`src/rtl/ide_irq_latch.sv`:
```
module ide_irq_latch #(
  parameter int SYNC_STAGES = 2
) (
  input  logic       clk,
  input  logic       rst_n,
  input  logic [1:0] intrq,
  input  logic [1:0] dma_err,
  input  logic       wr_en,
  input  logic [1:0] addr,
  input  logic [7:0] wdata,
  output logic [7:0] rdata,
  output logic       irq
);

  localparam int SW = 2 * SYNC_STAGES;

  logic [SW-1:0] sync_q;
  logic [1:0]    seen_q, edge_ev;
  logic [1:0]    pend_q, intr_q, err_q;
  logic          ien_q;
  logic [1:0]    ctl_q;
  logic          wr_mode;

  always_ff @(posedge clk or negedge rst_n)
    if (!rst_n) begin
      sync_q <= '0;
      seen_q <= '0;
    end else begin
      sync_q <= {sync_q[SW-3:0], intrq};
      seen_q <= sync_q[SW-1:SW-2];
    end

  assign edge_ev = sync_q[SW-1:SW-2] & ~seen_q;
  assign wr_mode = wr_en && addr == 2'd0;

  always_ff @(posedge clk or negedge rst_n)
    if (!rst_n) begin
      ien_q <= 1'b0;
      ctl_q <= '0;
    end else if (wr_mode) begin
      ien_q <= wdata[1];
      ctl_q <= wdata[5:4];
    end

  for (genvar c = 0; c < 2; c++) begin : g_ch
    logic wr_dma;
    assign wr_dma = wr_en && addr == 2'(c + 1);

    always_ff @(posedge clk or negedge rst_n)
      if (!rst_n) begin
        pend_q[c] <= 1'b0;
        intr_q[c] <= 1'b0;
        err_q[c]  <= 1'b0;
      end else begin
        pend_q[c] <= edge_ev[c] | (pend_q[c] & ~(wr_mode & wdata[2+c]));
        intr_q[c] <= edge_ev[c] | (intr_q[c] & ~(wr_dma & wdata[2]));
        err_q[c]  <= dma_err[c] | (err_q[c] & ~(wr_dma & wdata[1]));
      end

    p_pend_set_r2: assert property (@(posedge clk) disable iff (!rst_n)
      edge_ev[c] |=> pend_q[c] && intr_q[c]);
    p_pend_w1c_r3: assert property (@(posedge clk) disable iff (!rst_n)
      (wr_mode && wdata[2+c] && !edge_ev[c]) |=> !pend_q[c]);
    p_pend_keep_r4: assert property (@(posedge clk) disable iff (!rst_n)
      (pend_q[c] && !(wr_mode && wdata[2+c])) |=> pend_q[c]);
    p_err_set_r7: assert property (@(posedge clk) disable iff (!rst_n)
      dma_err[c] |=> err_q[c]);
  end

  always_comb
    case (addr)
      2'd0:    rdata = {2'b00, ctl_q, pend_q, 2'b00};
      2'd1:    rdata = {5'b0, intr_q[0], err_q[0], 1'b0};
      2'd2:    rdata = {5'b0, intr_q[1], err_q[1], 1'b0};
      default: rdata = 8'h00;
    endcase

  assign irq = ien_q & |(pend_q & intr_q);

  p_wo_read_zero_r6: assert property (@(posedge clk) disable iff (!rst_n)
    addr == 2'd0 |-> rdata[1:0] == 2'b00);
  p_disable_quiet_r8: assert property (@(posedge clk) disable iff (!rst_n)
    (wr_mode && !wdata[1]) |=> !irq);
  p_irq_source_r8: assert property (@(posedge clk) disable iff (!rst_n)
    $rose(irq) |-> (rdata != 8'hFF) && |(pend_q & intr_q));

endmodule

```
`config.mk`:
```
export PLATFORM = sky130hd
export DESIGN_NAME = ide_irq_latch
export DESIGN_NICKNAME = d
export VERILOG_FILES = /design/src/rtl/ide_irq_latch.sv
export SDC_FILE = /design/constraint.sdc
export NUM_CORES = 1
export LEC_CHECK = 0
export BUFFER_PORTS_ARGS = -buffer_cell sky130_fd_sc_hd__clkbuf_2
export CAP_MARGIN = 20
export CELL_PAD_IN_SITES_DETAIL_PLACEMENT = 1
export CELL_PAD_IN_SITES_GLOBAL_PLACEMENT = 2
export CORE_AREA = 5 5 43 73
export DETAILED_ROUTE_END_ITERATION = 7
export DIE_AREA = 0 0 48 78
export GPL_TIMING_DRIVEN = 0
export PLACE_DENSITY = 0.71
export SKIP_CTS_REPAIR_TIMING = 1
export SLEW_MARGIN = 20
export SYNTH_ARGS = -nofsm -noshare
export SYNTH_HDL_FRONTEND = slang
export SYNTH_SLANG_ARGS = --single-unit
```
`constraint.sdc`:
```
create_clock -name clk -period 0.9 [get_ports clk]
set_input_delay 0.045 -clock clk [delete_from_list [all_inputs] [get_ports clk]]
set_output_delay 0.045 -clock clk [all_outputs]
set_load 0.02 [all_outputs]
```
==> results.txt, run 1 <==
status = finished, violations left
failing checks = negative setup slack
placed cell count = 101
unrepaired setup endpoints after global routing = true
XOR/XNOR share of the synthesized area = 0
via/cell ratio = 4.63
crit-path max cell delay = 0.40 ns
Pleak = 0.451 nW
first-pass GRT wire length = 2420 um
Final Hold Viols = 0
# fillers = 295
Crit. Startpoint = intr_q[1]$_DFF_PN0_
total CTS buffers = 3
post-synthesis compound-gate area fraction = 0.0904
YS warnings = 0
crit path buf inv count = 1
DRC errors left = 0
PD cells = 1730 nW/um2
Final Skew = 0.00453 ns
CP arrival = 1.04 ns
Starting Density = 0.270
CTS tree = done
crit-path leading delay family = flip-flops
Clock Tree Buf Depth = 2
max_cap viols = 0
# nets final = 102
Final setup violation count = 6
synth unique cells = 21
slowest cell on the critical path = dfrtp_1
Row Count = 24
max frequency = 926 MHz
overall power after layout = 1.59 mW
crit path capture = irq
Stages on worst setup path = 3
antenna-violating nets left = 0
cell area after synthesis = 664 um2
Pre-Repair DR Iteration Count = 4
H-tree depth = 1
worst setup path class = reg2out
Syn-to-layout area delta = 38.8%
worst r2r path cells = 1
Ports = 26
hpwl dp = 1170 um
mux contribution to synthesized area = 0.0659
number of antenna violations at the first check in global routing = 0
reg2reg start = ctl_q[0]$_DFFE_PN0N_
via count = 509
clk sink count = 15
gr usage total = 0.0887
Final Max Tran Viols = 0
vias in the first global route = 553
Post-Syn Instances = 54
Die H = 78 um
largest family of logic cells by synthesized area = simple AND/OR/NAND/NOR gates
setup TNS = -0.639 ns
syn_area_per_cell = 12.3 um2
R2R Path End = ctl_q[0]$_DFFE_PN0N_
Placer Congestion = 0.752
Worst setup SP type = flop
Yosys reg bits = 15
die area = 3740 um2
FF+latch area = 375 um2
non-filler instance count after layout = 110
crit share post-route = 1.20
layout cells sized above 1 = 0.405
PortBufs = 19
largest net degree at the start of global routing = 16
Reg clk slew, reported paths = 0.06 ns
reg2reg setup slack = 0.15 ns
Worst Setup Slack, final = -0.180 ns
sequential share of the synthesized area = 0.565
initial DRC count = 25
area of the multi-input gates = 249 um2
Required @ worst endpoint = 0.85 ns
cells along the critical path = a22oi_1 -> nor2b_1 -> clkbuf_2
Post-Synth Simple-Gate Area = 0.194
crit end category = output port
CORE AREA = 2460 um2
Die Wd = 48 um
DR WL/cell = 13.4 um
DRT Wirelength = 1480 um
Worst-Skew Late Latency = 0.25 ns
CP max FO = 3
Hold WC Path Type = in2reg
Diodes inserted = 0
CTS root buf = clkbuf_8
adder-cell share of the synthesized area = 0
gr ovfl total = 0
Worst VDD drop = 1040 uV
post-layout min period = 1.08 ns
## worst min path at each step
stage | from | to | cells past startpoint
2_1_floorplan | rst_n | ctl_q[0]$_DFFE_PN0N_ | 0
3_5_place_dp | rst_n | sync_q[0]$_DFF_PN0_ | 1
3_3_place_gp | rst_n | sync_q[1]$_DFF_PN0_ | 1
4_1_cts | rst_n | sync_q[0]$_DFF_PN0_ | 1
5_1_grt | wdata[5] | ctl_q[1]$_DFFE_PN0N_ | 2
6_report | wdata[5] | ctl_q[1]$_DFFE_PN0N_ | 2
## state kept, by name (all words and copies together), names as in the netlist
signal  flops
sync_q      4
ctl_q       2
err_q       2
intr_q      2
pend_q      2
seen_q      2
ien_q       1
## report_power, final
| group | leakage, nW | internal, mW | switching, mW | total [mW] |
|---|---|---|---|---|
| clock network | 0.0255 | 0.306 | 0.234 | 0.540 |
| logic | 0.263 | 0.150 | 0.140 | 0.290 |
| registers | 0.162 | 0.733 | 0.0319 | 0.765 |
## cells in the mapped netlist
library cell	count	area, um2
nand4b_1	2	17.5
and2_1	2	12.5
inv_1	4	15.0
dfrtp_1	15	375
buf_4	5	37.5
nor2b_1	3	18.8
mux2i_1	1	10.0
and4b_1	2	20.0
o21ai_1	3	15.0
nand2b_1	2	12.5
nor3_1	1	5.00
nor2_1	1	3.75
a21o_1	2	15.0
conb_1	1	3.75
a22o_1	1	8.76
mux2_2	3	33.8
a22oi_1	1	7.51
o2bb2ai_1	1	8.76
o21ai_0	1	5.00
nor4bb_1	2	20.0
nor3b_4	1	18.8
## layout make-up
type | count | share of cell area
Clock inverter | 1 | 0.00543
Multi-Input combinational cell | 32 | 0.270
Clock buffer | 3 | 0.0448
Inverter | 4 | 0.0163
Buffer | 5 | 0.0407
Timing Repair Buffer | 24 | 0.180
Sequential cell | 15 | 0.407
Tap cell | 26 | 0.0353
## cell families after synthesis
group                  Yosys count
AND/OR/NAND/NOR                 16
flip-flops                      15
AO/OA/AOI/OAI                    9
buffers and inverters            9
multiplexers                     4
other                            1
## placed cells by master (no fill, tap or decap), types with 3 or more instances in the layout
master	n
clkbuf_8	3
nor2b_1	3
buf_4	6
dfrtp_1	15
conb_1	3
o21ai_1	3
clkbuf_2	14
inv_1	4
dlygate4sd3_1	5
buf_6	3
mux2_2	3
## per-layer routing
| layer | part of all wire | global-route usage | vias up |
|---|---|---|---|
| li1 | - | - | 239 |
| met1 | 0.34 | 0.0952 | 251 |
| met2 | 0.57 | 0.147 | 14 |
| met3 | 0.062 | 0.0301 | 5 |
| met4 | 0.024 | 0.0404 | 0 |
| met5 | 0 | 0 | - |
## per-stage QoR
step	setup slack [ns]	hold slack, ns	cell area (um2)	utilization
floorplan	0.0324	-0.251	672	-
global placement	-0.0565	-0.0252	800	0.325
detailed placement	-0.0744	-0.0227	800	0.325
CTS	-0.210	-0.289	846	0.343
global route	-0.238	0.0316	922	0.374
finish	-0.180	0.0316	922	0.374
(Power assumes the default switching activity.)
==> run 2, diff against run 1 <==
--- a/config.mk
+++ b/config.mk
@@ -9,11 +9,12 @@
 export CAP_MARGIN = 20
 export CELL_PAD_IN_SITES_DETAIL_PLACEMENT = 1
 export CELL_PAD_IN_SITES_GLOBAL_PLACEMENT = 2
-export CORE_AREA = 5 5 43 73
+export CORE_AREA = 5 5 54 56
+export CTS_BUF_LIST = sky130_fd_sc_hd__clkbuf_8
 export DETAILED_ROUTE_END_ITERATION = 7
-export DIE_AREA = 0 0 48 78
+export DIE_AREA = 0 0 59 61
 export GPL_TIMING_DRIVEN = 0
-export PLACE_DENSITY = 0.71
+export PLACE_DENSITY = 0.74
 export SKIP_CTS_REPAIR_TIMING = 1
 export SLEW_MARGIN = 20
 export SYNTH_ARGS = -nofsm -noshare
==> run 2 against run 1 <==
The run still ends with negative setup slack left. Via count rose by 0.59%. Critical path depth did not move. Routed wire length rose by 3.0%. Highest routed layer unchanged. Fmax fell by 1.3%. Hold slack got worse by 0.0036 ns. Register-to-register slack got worse by 0.04 ns. Sequential power barely moved.
==> results.txt, run 2 (same netlist as run 1, synthesis figures left out) <==
initial DRC count = 7 (-72%)
die area = 3600 um2 (-3.9%)
via/cell ratio = 4.45 (-3.8%)
Placer Congestion = 0.677 (-10%)
Starting Density = 0.278 (+0.00848)
Ports = 26 (unchanged)
# nets final = 103 (+0.98%)
Pre-Repair DR Iteration Count = 2 (-2)
CP max FO = 2 (-1)
Row Count = 18 (-25%)
DR WL/cell = 13.2 um (-1.5%)
Reg clk slew, reported paths = 0.06 ns (about the same)
status = finished, violations left
Die Wd = 59 um (+23%)
DRT Wirelength = 1520 um (+3.0%)
max frequency = 914 MHz (-1.3%)
Syn-to-layout area delta = 42.6%
largest net degree at the start of global routing = 16 (unchanged)
PD cells = 1710 nW/um2 (-1.1%)
via count = 512 (+0.59%)
Largest register FFs = 4 (unchanged)
Worst VDD drop = 931 uV (-10%)
layout cells sized above 1 = 0.424 (+0.0188)
Final Max Tran Viols = 0 (unchanged)
Hold WC Path Type = in2reg
antenna-violating nets left = 0 (unchanged)
most frequent cells in the layout = dfrtp_1 (15), clkbuf_2 (13), buf_4 (9), dlygate4sd3_1 (5), inv_1 (4)
gr ovfl total = 0 (unchanged)
CORE AREA = 2390 um2 (-3.0%)
Worst Setup Slack, final = -0.195 ns (-0.0143 ns)
clk sink count = 15 (unchanged)
Required @ worst endpoint = 0.85 ns (about the same)
crit end category = output port
Finished Core Util = 0.397 (+0.0223)
CP arrival = 1.05 ns (about the same)
crit share post-route = 1.22 (+0.0159)
number of antenna violations at the first check in global routing = 0 (unchanged)
gr usage total = 0.0863 (-0.00245)
Fin Hold WS = 0.0280 ns (-0.00360 ns)
crit-path max cell delay = 0.39 ns (about the same)
PortBufs = 19 (unchanged)
CTS tree = done
Final setup violation count = 6 (unchanged)
Final Hold Viols = 0 (unchanged)
crit path buf inv count = 1 (unchanged)
post-layout min period = 1.09 ns (+0.0143 ns)
Clock Tree Buf Depth = 2 (unchanged)
Final Skew = 0.000522 ns (-0.00401 ns)
failing checks = negative setup slack
H-tree depth = 1 (unchanged)
Die H = 61 um (-22%)
commonest non-fill, non-tap cell in the layout = dfrtp_1
vias in the first global route = 508 (-8.1%)
Pleak = 0.452 nW (+0.34%)
cells along the critical path = a22oi_2 -> nor2b_1 -> buf_4
Worst setup SP type = flop
Diodes inserted = 0 (unchanged)
first-pass GRT wire length = 2210 um (-8.6%)
DRC errors left = 0 (unchanged)
Worst-Skew Late Latency = 0.25 ns (about the same)
worst setup path class = reg2out
non-filler instance count after layout = 115 (+4.5%)
largest reg by FF count = sync_q
crit-path leading delay family = flip-flops
max_cap viols = 0 (unchanged)
hpwl dp = 1100 um (-6.7%)
slowest cell on the critical path = dfrtp_1
total CTS buffers = 3 (unchanged)
CTS root buf = clkbuf_8
unrepaired setup endpoints after global routing = true
placed cell count = 105 (+4.0%)
## run 2: cell count changes in the layout (fill, tap and decap cells not counted)
cell | before | now
a22oi_1 | 1 | 0
a22oi_2 | 0 | 1
buf_2 | 1 | 0
buf_4 | 6 | 9
clkbuf_2 | 14 | 13
clkinv_2 | 1 | 0
clkinvlp_4 | 0 | 1
## run 2: where the power goes
group / internal, mW / total (mW) / switching (mW)
Sequential: 0.733 / 0.764 / 0.0312
Combinational: 0.163 / 0.309 / 0.146
Clock: 0.311 / 0.547 / 0.236
Total: 1.21 / 1.62 / 0.413
## run 2: per-layer routing
| layer | part of all wire | global-route usage | up-vias |
|---|---|---|---|
| met5 | 0 | 0 | - |
| met4 | 0.022 | 0.0583 | 0 |
| li1 | - | - | 241 |
| met1 | 0.40 | 0.102 | 250 |
| met3 | 0.064 | 0.0298 | 5 |
| met2 | 0.52 | 0.132 | 16 |
## run 2: final timing paths
path / cells past startpoint / slack (ns) / to / from
setup / recovery: 3 / -0.19 / irq / pend_q[1]$_DFF_PN0_
hold reg to reg: 0 / 0.35 / sync_q[3]$_DFF_PN0_ / sync_q[1]$_DFF_PN0_
min in group asynchronous: 2 / 0.24 / sync_q[1]$_DFF_PN0_ / rst_n
max in group asynchronous: 2 / 0.39 / err_q[0]$_DFF_PN0_ / rst_n
setup reg to reg: 3 / 0.11 / pend_q[0]$_DFF_PN0_ / pend_q[0]$_DFF_PN0_
hold / removal: 2 / 0.03 / ctl_q[0]$_DFFE_PN0N_ / wdata[4]
## run 2: area by class of cell
| cell class | count | area [um2] |
|---|---|---|
| timing repair buffer | 25 | 179 |
| inverter | 4 | 15.0 |
| clock buffer | 3 | 41.3 |
| buffer | 5 | 37.5 |
| fill | 275 | 1440 |
| clock inverter | 1 | 7.51 |
| tap | 30 | 37.5 |
| sequential | 15 | 375 |
| multi-input combinational | 32 | 254 |
## run 2: through the flow
| step | TNS [ns] | cell area (um2) | setup slack [ns] | power (mW) |
|---|---|---|---|---|
| 2_1_floorplan | 0 | 672 | 0.0324 | 0.925 |
| 3_3_place_gp | -0.221 | 805 | -0.0598 | 1.02 |
| 3_5_place_dp | -0.266 | 805 | -0.0787 | 1.03 |
| 4_1_cts | -0.846 | 853 | -0.238 | 1.60 |
| 5_1_grt | -1.02 | 947 | -0.255 | 1.72 |
| 6_report | -0.674 | 947 | -0.195 | 1.62 |
==> run 3, diff against run 2 <==
==> constraint.sdc (replaced) <==
create_clock -name clk -period 1.1 [get_ports clk]
set_input_delay 0.055 -clock clk [delete_from_list [all_inputs] [get_ports clk]]
set_output_delay 0.055 -clock clk [all_outputs]
set_load 0.02 [all_outputs]
==> run 3 against run 2 <==
Cell area is 3.6% lower. Flip-flop and latch count stayed put. Die area is the same. The run ends with negative hold slack, negative setup slack left. Critical endpoint unchanged. Cell count decreased by 0.87%. Power fell by 19%. Clock skew is the same. Worst setup slack improved by 0.19 ns. Sequential share of layout area grew 1.5 points. Register-to-register slack gained 0.20 ns. Sequential power shrank 18%. Utilization down 1.4 points. Routed wire length shrank 4.0%.
==> results.txt, run 3 (same netlist as run 1, synthesis figures left out) <==
CTS root buf = clkbuf_8
initial DRC count = 5 (-2)
worst setup path class = reg2out
status = finished, violations left
number of antenna violations at the first check in global routing = 0 (unchanged)
via count = 507 (-0.98%)
clk sink count = 15 (unchanged)
Ports = 26 (unchanged)
CP arrival = 1.05 ns (about the same)
total CTS buffers = 3 (unchanged)
Stages on worst setup path = 3 (unchanged)
antenna-violating nets left = 0 (unchanged)
crit-path leading delay family = flip-flops
Worst Setup Slack, final = -0.00471 ns (+0.190 ns)
largest reg by FF count = sync_q
# fillers = 279 (+1.5%)
crit path buf inv count = 1 (unchanged)
Reg clk slew, reported paths = 0.06 ns (about the same)
Final Skew = 0.000522 ns (unchanged)
via/cell ratio = 4.45 (-0.11%)
crit-path max cell delay = 0.39 ns (about the same)
combinational power share = 0.178 (-0.013)
most frequent cells in the layout = clkbuf_2 (16), dfrtp_1 (15), buf_4 (9), inv_1 (4), dlygate4sd3_1 (4)
sw frac = 0.256 (+0.00111)
crit end category = output port
post-route cell area = 913 um2 (-3.6%)
overall power after layout = 1.30 mW (-19%)
Pre-Repair DR Iteration Count = 2 (unchanged)
first-pass GRT wire length = 2210 um (unchanged)
Final Max Tran Viols = 0 (unchanged)
gr usage total = 0.0863 (unchanged)
max_cap viols = 0 (unchanged)
Final setup violation count = 1 (-5)
PD cells = 1430 nW/um2 (-16%)
post-layout min period = 1.10 ns
unrepaired setup endpoints after global routing = true
CORE AREA = 2390 um2 (unchanged)
Worst VDD drop = 771 uV (-17%)
CTS tree = done
Clock power frac = 0.344 (+0.006)
DR WL/cell = 12.8 um (-3.2%)
Starting Density = 0.278 (unchanged)
gr ovfl total = 0 (unchanged)
vias in the first global route = 508 (unchanged)
Hold WC Path Type = in2reg
worst r2r path cells = 3 (unchanged)
PortBufs = 19 (unchanged)
Die Wd = 59 um (unchanged)
Finished Core Util = 0.383 (-0.0142)
DRC errors left = 0 (unchanged)
Reg power frac = 0.478 (+0.006)
cells along the critical path = a22oi_2 -> nor2b_1 -> buf_4
# nets final = 102 (-0.97%)
FF+latch area = 375 um2 (unchanged)
worst hold stages = 2 (unchanged)
Worst setup SP type = flop
Pleak = 0.440 nW (-2.7%)
max frequency = 905 MHz
Placer Congestion = 0.677 (unchanged)
H-tree depth = 1 (unchanged)
Diodes inserted = 0 (unchanged)
Row Count = 18 (unchanged)
DRT Wirelength = 1460 um (-4.0%)
slowest cell on the critical path = dfrtp_1
Worst-Skew Late Latency = 0.25 ns (about the same)
CP max FO = 2 (unchanged)
crit share post-route = 1.00
commonest non-fill, non-tap cell in the layout = clkbuf_2
internal power = 0.970 mW (-20%)
hpwl dp = 1100 um (unchanged)
Largest register FFs = 4 (unchanged)
Die H = 61 um (unchanged)
net switching power = 0.334 mW (-19%)
Required @ worst endpoint = 1.04 ns (+0.19 ns)
Syn-to-layout area delta = 37.5%
Final Hold Viols = 1 (+1)
Clock Tree Buf Depth = 2 (unchanged)
area post-placement = 805 um2 (unchanged)
Fin Hold WS = -0.00499 ns (-0.0330 ns)
area of the multi-input gates = 249 um2 (-2.0%)
layout cells sized above 1 = 0.405 (-0.0188)
failing checks = negative hold slack, negative setup slack
largest net degree at the start of global routing = 16 (unchanged)
die area = 3600 um2 (unchanged)
run 3: changes by cell type in the layout (fill, tap and decap cells not counted):
cell           change
clkbuf_2           +3
buf_6              -3
and2_4             -2
dlygate4sd3_1      -1
and2_1             +2
run 3: worst paths after layout:
path                                     startpoint             endpoint  slack, ns
worst min-delay path                     dma_err[0]   err_q[0]$_DFF_PN0_     -0.005
worst max register to register  pend_q[0]$_DFF_PN0_  pend_q[0]$_DFF_PN0_       0.31
min in group asynchronous                     rst_n  sync_q[1]$_DFF_PN0_       0.25
worst max-delay path            pend_q[1]$_DFF_PN0_                  irq     -0.005
worst min register to register  sync_q[1]$_DFF_PN0_  sync_q[3]$_DFF_PN0_       0.35
max in group asynchronous                     rst_n   err_q[0]$_DFF_PN0_       0.58
run 3: per-stage QoR:
step | setup TNS [ns] | hold slack (ns) | worst slack [ns] | cells
after detailed placement | 0 | -0.0134 | 0.111 | 105
after global placement | 0 | -0.0148 | 0.130 | 105
final | -0.00471 | -0.00499 | -0.00471 | 114
after global routing | -0.169 | 0.00825 | -0.0653 | 114
after floorplan | 0 | -0.241 | 0.222 | 56
after CTS | -0.0573 | -0.288 | -0.0476 | 109
run 3: area by class of cell:
type / instances / share of cell area
Tap cell: 30 / 0.0411
Multi-Input combinational cell: 32 / 0.273
Buffer: 5 / 0.0411
Clock buffer: 3 / 0.0452
Clock inverter: 1 / 0.00822
Timing Repair Buffer: 24 / 0.164
Sequential cell: 15 / 0.411
Inverter: 4 / 0.0164
run 3: routing by layer:
layer  up-vias  GRT usage  wire, um
met1       247      0.102       605
met3         5     0.0298        89
met4         0     0.0583        34
li1        239          -         -
met5         -          0         0
met2        16      0.132       731
run 3: power by group through the flow:
stage | clock network [mW] | logic, mW | registers (mW)
6_report | 0.449 | 0.232 | 0.624
3_3_place_gp | 0 | 0.204 | 0.631
4_1_cts | 0.473 | 0.211 | 0.622
3_5_place_dp | 0 | 0.209 | 0.633
5_1_grt | 0.500 | 0.257 | 0.630
2_1_floorplan | 0 | 0.131 | 0.625
run 3: worst reg2reg max path: stages, from the launching register on:
cell and delay, ns:
dfrtp_1 0.41, buf_4 0.15, inv_1 0.04, o21ai_0 0.07
